<file path="config.mk">
export PLATFORM = sky130hd
export DESIGN_NAME = cellq_thresh_ctrl
export DESIGN_NICKNAME = d
export VERILOG_FILES = /design/src/rtl/cellq_pkg.sv /design/src/rtl/cellq_cfg.sv /design/src/rtl/cellq_occ.sv /design/src/rtl/cellq_tx_gate.sv /design/src/rtl/cellq_thresh_ctrl.sv
export SDC_FILE = /design/constraint.sdc
export NUM_CORES = 1
export LEC_CHECK = 0
export ABC_AREA = 1
export BUFFER_PORTS_ARGS = -buffer_cell sky130_fd_sc_hd__buf_2
export CORE_UTILIZATION = 54
export DETAILED_ROUTE_END_ITERATION = 12
export PLACE_DENSITY = 0.87
export SLEW_MARGIN = 25
export SYNTH_ARGS = -nofsm -noshare
export SYNTH_HDL_FRONTEND = slang
export SYNTH_SLANG_ARGS = --single-unit
</file>
<file path="constraint.sdc">
create_clock -name clk -period 2.35 [get_ports clk]
set_input_delay 0.1175 -clock clk [delete_from_list [all_inputs] [get_ports clk]]
set_output_delay 0.1175 -clock clk [all_outputs]
set_load 0.01 [all_outputs]
</file>
<file path="src/rtl/cellq_pkg.sv">
package cellq_pkg;
  typedef enum logic [1:0] {
    SEL_TX_THR = 2'd0,
    SEL_RX_THR = 2'd1,
    SEL_RX_EN  = 2'd2
  } cfg_sel_e;

  localparam int TX_THR_W   = 5;
  localparam int RX_THR_W   = 7;
  localparam int TX_THR_MIN = 2;
  localparam int TX_THR_MAX = 24;
  localparam int TX_THR_RST = 24;
  localparam int RX_THR_MAX = 63;
  localparam int RX_THR_RST = 2;
endpackage

</file>
<file path="src/rtl/cellq_cfg.sv">
module cellq_cfg
  import cellq_pkg::*;
(
  input  logic                clk,
  input  logic                rst_n,
  input  logic                we,
  input  logic [1:0]          sel,
  input  logic [RX_THR_W-1:0] wdata,
  output logic [TX_THR_W-1:0] tx_thr,
  output logic [RX_THR_W-1:0] rx_thr,
  output logic                rx_en
);
  logic [TX_THR_W-1:0] tx_raw, tx_legal;
  logic [RX_THR_W-1:0] rx_legal;

  assign tx_raw = wdata[TX_THR_W-1:0];

  // Keep stored thresholds inside their usable range.
  always_comb begin
    if (tx_raw < TX_THR_W'(TX_THR_MIN))      tx_legal = TX_THR_W'(TX_THR_MIN);
    else if (tx_raw > TX_THR_W'(TX_THR_MAX)) tx_legal = TX_THR_W'(TX_THR_MAX);
    else                                     tx_legal = tx_raw;
    if (wdata > RX_THR_W'(RX_THR_MAX))       rx_legal = RX_THR_W'(RX_THR_MAX);
    else                                     rx_legal = wdata;
  end

  always_ff @(posedge clk) begin
    if (!rst_n) begin
      tx_thr <= TX_THR_W'(TX_THR_RST);
      rx_thr <= RX_THR_W'(RX_THR_RST);
      rx_en  <= 1'b0;
    end else if (we) begin
      case (cfg_sel_e'(sel))
        SEL_TX_THR: tx_thr <= tx_legal;
        SEL_RX_THR: rx_thr <= rx_legal;
        SEL_RX_EN:  rx_en  <= wdata[0];
        default:    ;
      endcase
    end
  end
endmodule

</file>
<file path="src/rtl/cellq_occ.sv">
module cellq_occ #(
  parameter int DEPTH = 32,
  localparam int CW   = $clog2(DEPTH + 1)
) (
  input  logic          clk,
  input  logic          rst_n,
  input  logic          push_valid,
  output logic          push_ready,
  input  logic          pop_req,
  output logic          push_fire,
  output logic          pop_fire,
  output logic [CW-1:0] count
);
  assign push_ready = (count != CW'(DEPTH));
  assign push_fire  = push_valid & push_ready;
  assign pop_fire   = pop_req & (count != '0);

  always_ff @(posedge clk) begin
    if (!rst_n) begin
      count <= '0;
    end else begin
      case ({push_fire, pop_fire})
        2'b10:   count <= count + CW'(1);
        2'b01:   count <= count - CW'(1);
        default: count <= count;
      endcase
    end
  end
endmodule

</file>
<file path="src/rtl/cellq_tx_gate.sv">
module cellq_tx_gate
  import cellq_pkg::*;
#(
  parameter int CW = 6
) (
  input  logic                clk,
  input  logic                rst_n,
  input  logic [CW-1:0]       count,
  input  logic [TX_THR_W-1:0] thr,
  input  logic                push_fire,
  input  logic                push_eop,
  input  logic                pop_fire,
  input  logic                pop_eop,
  output logic                start
);
  logic [CW-1:0] eop_held;
  logic          eop_in, eop_out, ready_to_go;

  assign eop_in      = push_fire & push_eop;
  assign eop_out     = pop_fire & pop_eop & (eop_held != '0);
  assign ready_to_go = (int'(count) >= int'(thr)) || (eop_held != '0);

  // Count of packet ends currently queued; nonzero means the head packet is whole.
  always_ff @(posedge clk) begin
    if (!rst_n) begin
      eop_held <= '0;
    end else begin
      case ({eop_in, eop_out})
        2'b10:   eop_held <= eop_held + CW'(1);
        2'b01:   eop_held <= eop_held - CW'(1);
        default: eop_held <= eop_held;
      endcase
    end
  end

  always_ff @(posedge clk) begin
    if (!rst_n)                           start <= 1'b0;
    else if (start && pop_fire && pop_eop) start <= 1'b0;
    else if (!start && ready_to_go)        start <= 1'b1;
  end
endmodule

</file>
<file path="src/rtl/cellq_thresh_ctrl.sv">
module cellq_thresh_ctrl
  import cellq_pkg::*;
#(
  parameter int TX_DEPTH = 32,
  parameter int RX_DEPTH = 64
) (
  input  logic                clk,
  input  logic                rst_n,
  input  logic                cfg_we,
  input  logic [1:0]          cfg_addr,
  input  logic [RX_THR_W-1:0] cfg_wdata,
  input  logic                tx_in_valid,
  input  logic                tx_in_eop,
  output logic                tx_in_ready,
  input  logic                tx_pop,
  input  logic                tx_pop_eop,
  output logic                tx_start,
  input  logic                rx_in_valid,
  output logic                rx_in_ready,
  input  logic                rx_pop,
  output logic                rx_fc
);
  localparam int TX_CW = $clog2(TX_DEPTH + 1);
  localparam int RX_CW = $clog2(RX_DEPTH + 1);

  logic [TX_THR_W-1:0] tx_thr;
  logic [RX_THR_W-1:0] rx_thr;
  logic                rx_en;
  logic [TX_CW-1:0]    tx_count;
  logic [RX_CW-1:0]    rx_count;
  logic                tx_push_fire, tx_pop_fire, rx_push_fire, rx_pop_fire;

  cellq_cfg u_cfg (
    .clk(clk), .rst_n(rst_n), .we(cfg_we), .sel(cfg_addr), .wdata(cfg_wdata),
    .tx_thr(tx_thr), .rx_thr(rx_thr), .rx_en(rx_en)
  );

  // Transmit cells may only leave once the head packet is released.
  cellq_occ #(.DEPTH(TX_DEPTH)) u_tx_occ (
    .clk(clk), .rst_n(rst_n), .push_valid(tx_in_valid), .push_ready(tx_in_ready),
    .pop_req(tx_pop & tx_start), .push_fire(tx_push_fire), .pop_fire(tx_pop_fire),
    .count(tx_count)
  );

  cellq_tx_gate #(.CW(TX_CW)) u_tx_gate (
    .clk(clk), .rst_n(rst_n), .count(tx_count), .thr(tx_thr),
    .push_fire(tx_push_fire), .push_eop(tx_in_eop),
    .pop_fire(tx_pop_fire), .pop_eop(tx_pop_eop), .start(tx_start)
  );

  cellq_occ #(.DEPTH(RX_DEPTH)) u_rx_occ (
    .clk(clk), .rst_n(rst_n), .push_valid(rx_in_valid), .push_ready(rx_in_ready),
    .pop_req(rx_pop), .push_fire(rx_push_fire), .pop_fire(rx_pop_fire),
    .count(rx_count)
  );

  assign rx_fc = rx_en && (int'(rx_count) >= int'(rx_thr));
endmodule

</file>
== Yosys cells after proc, flatten, opt, wreduce, memory -nomap -nowiden ==
Cells that the tools add are included.
Widths: inputs -> output; s select.

* Register bits: 33
* Output and inout port bits: 4
* Word-level logic and storage cells: 60

* Add/subtract/negate cells: 6
* Magnitude comparators: 5
* Equal/unequal tests: 10
* Multiplexer cells: 6
* Bitwise operators: 9
* Reductions and logical operators: 17

{| class="wikitable"
|+ Operators with widths
! kind !! count
|-
| $pmux 6 s2 || 2
|-
| $pmux 7 s2 || 1
|-
| $add 6x1->6 const B || 2
|-
| $reduce_bool 6->1 || 2
|-
| $sub 6x1->6 const B || 2
|-
| $mux 5 || 2
|-
| $and 1x1->1 || 8
|-
| $eq 2x1->1 const B || 4
|-
| $eq 2x2->1 const B || 4
|-
| $add 7x1->7 const B || 1
|-
| $ge 7x7->1 || 1
|-
| $gt 7x6->1 const B || 1
|-
| $mux 7 || 1
|-
| $ne 7x7->1 const B || 1
|-
| $reduce_bool 7->1 || 1
|-
| $sub 7x1->7 const B || 1
|-
| $ge 6x5->1 || 1
|-
| $ne 6x6->1 const B || 1
|-
| $reduce_and 2->1 || 3
|-
| $reduce_bool 2->1 || 3
|-
| $gt 5x5->1 const B || 1
|-
| $lt 5x2->1 const B || 1
|-
| $logic_and 1x1->1 || 4
|-
| $logic_not 2->1 || 1
|-
| 4 further kinds || 4
|}

== Logic depth before layout (Yosys ltp) ==
* Depth in word-level cells: 6
* Gate-level depth with buffers: 21
* Depth with buffers taken out: 21

== Cells and area by module ==
From an unflattened synthesis, not the netlist that was laid out.

* Cell total of the unflattened synthesis: 384
* Area total of the unflattened synthesis: 2,553.7 µm²

{| class="wikitable"
|+ Modules (own cells, without submodules)
! module !! instances !! cells an instance !! area an instance (µm²) !! seq. area each (µm²)
|-
| cellq_tx_gate || 1 || 115 || 734.5 || 140.1
|-
| cellq_occ at u_rx_occ || 1 || 90 || 593.1 || 140.1
|-
| cellq_cfg || 1 || 69 || 531.8 || 260.2
|-
| cellq_occ at u_tx_occ || 1 || 70 || 478.0 || 120.1
|-
| cellq_thresh_ctrl || 1 || 40 || 216.5 || 0.0
|}

== Worst setup path before layout ==
No wires, ideal clock.

* Kind: register to register
* Start: reg u_tx_occ.count[4]
* End: reg u_tx_gate.eop_held[4]
* Data arrival time: 2.178 ns
* Data required time: 2.235 ns
* Slack: 0.057 ns
* Stages on the path, launching flop included: 22
* Period minus slack after synthesis: 2.293 ns
* Cell sequence: dfxtp_1 inv_1 nand3_1 nor3_1 nand2_1 nand3_1 inv_1 nand2_1 nor2_1 ha_1 inv_2 nand2_1 nand2_1 inv_1 ha_1 o21bai_1 nand4_1 nand2_1 nand2_1 nand2_1 o21ai_0 inv_1

* Cells in the longest elaborated chain, start to end: 6

{| class="wikitable"
|+ Ends and longest elaborated chain
! element !! RTL line !! source
|-
| from (decl) || cellq_occ.sv:12 || <nowiki>output logic [CW-1:0] count</nowiki>
|-
| from (signal assigned) || cellq_occ.sv:23 || <nowiki>2'b10: count <= count + CW'(1);</nowiki>
|-
| from (signal assigned) || cellq_occ.sv:24 || <nowiki>2'b01: count <= count - CW'(1);</nowiki>
|-
| from (signal assigned) || cellq_occ.sv:25 || <nowiki>default: count <= count;</nowiki>
|-
| $reduce_bool 6->1 || cellq_occ.sv:16 || <nowiki>assign pop_fire = pop_req & (count != '0);</nowiki>
|-
| $and 1x1->1 || cellq_occ.sv:16 ||
|-
| $and 1x1->1 (2 in a row) || cellq_tx_gate.sv:20 || <nowiki>assign eop_out = pop_fire & pop_eop & (eop_held != '0);</nowiki>
|-
| $eq 2x1->1 / $eq 2x2->1 (equally long branches) || cellq_tx_gate.sv:28 || <nowiki>case ({eop_in, eop_out})</nowiki>
|-
| $pmux 6 s2 / $reduce_bool 2->1 (equally long branches) || n/a ||
|-
| to (signal assigned) || cellq_tx_gate.sv:29 || <nowiki>2'b10: eop_held <= eop_held + CW'(1);</nowiki>
|-
| to (signal assigned) || cellq_tx_gate.sv:30 || <nowiki>2'b01: eop_held <= eop_held - CW'(1);</nowiki>
|-
| to (signal assigned) || cellq_tx_gate.sv:31 || <nowiki>default: eop_held <= eop_held;</nowiki>
|-
| to (decl) || cellq_tx_gate.sv:16 || <nowiki>logic [CW-1:0] eop_held;</nowiki>
|}

Parallel ways exist; a longest one is shown, timed or not.
A chain may end at the register's enable or synchronous reset.

== Final worst setup path ==
* Start: reg u_tx_occ.count[4]
* End: reg u_tx_gate.eop_held[2]

Same word-level chain as after synthesis.

==> run summary <==
Skew final = 0.0129 ns
Synthesized instance count = 342
RSZ-0062 raised after global routing = true
Drc violations = 0
Clock transition at path regs = 0.08 ns
Routed vias/inst = 5.51
Die Y = 68.2 µm
Ratio of cells with drive above 1 in the final layout = 0.223
Seq/Total Area, Yosys = 0.279
Drt pass-1 iters = 7
Distinct cells, synth = 33
Worst Tran Pin Value = 0.750 ns
Sequential cell fraction of total power = 0.281
Most frequent cells in the layout = nand2_1 (68), inv_1 (62), a21oi_1 (29), dfxtp_1 (29), buf_2 (21)
CTS tree = done
Max-slew violations = 0
Mean Syn Cell Area = 6.92 µm²
Final Core Density = 0.697
Die area = 0.00465 mm²
Psw = 1100 µW
Met3 Wirelength = 305 µm
Initial antenna violation count = 0
CTS sink count = 33
Status = complete, but fails checks
Syn nets = 388
Chip width = 68.2 µm
Starting Density = 0.575
Synth top area share = 0.279
Nature of the critical path endpoint = register
Hold Crit Class = in -> reg
Hold WS = 0.123 ns
Placement row count = 23
Max Fclk = 0.415 GHz
Max VDD drop = 631 µV
DR iter-0 viols = 141
Worst-path maximum fanout = 3
Layout area overhead = 21.2%
Synthesized flop and latch total = 33
# Max-Cap Violations = 0
Startpoint class of the critical path = register
Worst path slowest cell = dfxtp_2
First-pass GRT wire length = 9.14 mm
All-Layer GR Usage = 0.262
Slew headroom = 0.500
PortBufs = 21
Final hold violations = 0
Switch share = 0.395
Dpl cell area = 0.00258 mm²
Synth Warn # = 0
Failing checks = setup timing
Gpl congestion = 0.872
Crit-path max cell delay = 0.35 ns
Critical path data arrival time = 2.59 ns
Clk pwr share = 0.239
CORE AREA = 0.00412 mm²
CTS H-Tree Depth = 2
Vias in the first global route = 2148
Drt wl/cell = 14.3 µm
Top Family by Delay on Critical Path = simple AND/OR/NAND/NOR gates
Met1 Wirelength = 2.63 mm
I/O pins = 22
Design Area, Final = 0.00287 mm²
CP required = 2.53 ns
CTS Buf Count = 5
WL met2 = 3.14 mm
P_leak = 0.00149 µW
RR Startpoint = u_tx_occ.count[4]
# setup viols final = 3
Via Count = 2382
Final WL = 6.19 mm
Final worst path period share = 1.03
Nets = 427
Clk_lat worst skew = 0.29 ns
PD cells = 969 mW/mm²
Grt ovf = 0
Setup_tns = -0.122 ns
Worst Hold End = u_tx_gate.start
Final setup margin = -0.0621 ns
Synthesized cell area = 0.00237 mm²
Longest Clk Path Bufs = 2
Area leader, netlist = dfxtp_1
Hold path startpoint = tx_pop_eop
Largest net degree at the start of global routing = 22
Root buffer cell = clkbuf_8
Top routing layer in use = met4
Number of cells on the worst reg-to-reg path = 19
Hold Crit Depth = 4
Area contributors post-synth = dfxtp_1 (28%), ha_1 (14%), nand2_1 (11%), inv_1 (11%), a21oi_1 (6.3%)
Reg2reg end = u_tx_gate.eop_held[2]
Pint = 1680 µW
WP buf/inv = 6
Combinational Power Share = 0.481
DP HPWL = 4.07 mm
DRT antenna net count = 0
Reg2Reg Setup Slack = -0.06 ns
Crit path time final = 2.41 ns
Crit path cell chain = inv_2 > nand3_2 > nor3_2 > nand2_1 > nand3_2 > inv_2 > nand2_2 > nor2_4 > ha_4 > inv_2 > nand2_1 > nand2_1 > inv_1 > ha_2 > o21bai_4 > buf_4 > xnor2_1 > o21ai_0 > inv_1
ANT cells = 0
Commonest non-fill, non-tap cell in the layout = nand2_1
Kind of critical path = reg -> reg
[final cells by class]
type                    count  area [µm²]
clock buffers               5        68.8
clock inverters             3        68.8
fillers                   319        1240
inverters                  69         259
multi-input cells         235        1520
flip-flops and latches     33         668
well taps                  50        62.6
repair buffers             37         225
[how the worst max path moves through the flow]
stage                            from                    end  cells past startpoint
floorplan           u_tx_occ.count[4]  u_tx_gate.eop_held[4]                     21
global placement    u_tx_occ.count[3]  u_tx_gate.eop_held[4]                     21
detailed placement  u_tx_occ.count[2]  u_tx_gate.eop_held[4]                     21
CTS                 u_tx_occ.count[2]  u_tx_gate.eop_held[4]                     21
global route        u_tx_occ.count[4]  u_tx_gate.eop_held[4]                     21
finish              u_tx_occ.count[4]  u_tx_gate.eop_held[2]                     19
[registers in the layout (all words and copies together), names as in the netlist]
signal / count
u_cfg.rx_thr: 7
u_cfg.rx_en: 1
u_cfg.tx_thr: 5
u_tx_gate.start: 1
u_rx_occ.count: 7
u_tx_occ.count: 6
u_tx_gate.eop_held: 6
[worst reg2reg max path, delay by kind of cell (launching register included)]
kind                     cells  cell delay [ns]
AO/OA/AOI/OAI                2             0.35
XOR/XNOR                     1             0.12
adder cells (fa/ha/maj)      2             0.32
buffers and inverters        6             0.41
flip-flops                   1             0.35
AND/OR/NAND/NOR              8             0.74
[timing repair]
action / in CTS / in global routing
gates resized for setup: 2 / 31
setup endpoints to repair: 1 / 11
pin swaps: 0 / 11
hold buffers: 0 / 0
buffers inserted: 0 / 6
[layer usage]
metal | global-route usage | vias up
met5 | 0 | -
met4 | 0.115 | 0
met3 | 0.0450 | 12
met2 | 0.431 | 90
met1 | 0.332 | 1084
li1 | - | 1196
[synth_stat cells (all sizes together)]
library cell / count
a211oi: 5
a21boi: 1
a21o: 1
a21oi: 30
a221oi: 1
a31oi: 2
buf: 2
clkbuf: 3
dfxtp: 33
fa: 2
ha: 26
inv: 69
nand2: 72
nand3: 19
nand4: 8
nor2: 18
nor3: 11
nor4: 1
o211ai: 6
o21a: 3
o21ai: 16
o21bai: 1
o221ai: 1
or2: 3
xnor2: 4
xor2: 4
[through the flow]
step / std cells / total power, µW / setup slack (ns)
5_1_grt: 432 / 2980 / -0.232
4_1_cts: 426 / 2600 / 0.00445
2_1_floorplan: 342 / 1620 / 0.0566
3_3_place_gp: 418 / 1880 / 0.0763
6_report: 432 / 2780 / -0.0621
3_5_place_dp: 418 / 1920 / -0.00365
[power groups by stage]
stage / sequential (µW) / clock [µW] / combinational (µW)
after floorplan: 760 / 0 / 863
after global placement: 765 / 0 / 1110
after detailed placement: 772 / 0 / 1150
after CTS: 762 / 665 / 1170
after global routing: 792 / 691 / 1490
final: 780 / 663 / 1340
[kinds of logic (layout without fill, tap and decap cells)]
logic type,Yosys count,count (layout),share of synthesized area
AOI/OAI and AO/OA,67,67,0.164
xor gates and xnor gates,8,8,0.0296
adders and majority gates,28,28,0.154
buffers and inverters,74,114,0.124
DFF,33,33,0.279
and+or+nand+nor,132,132,0.249
Note: power is estimated with default switching activity, not from simulation.
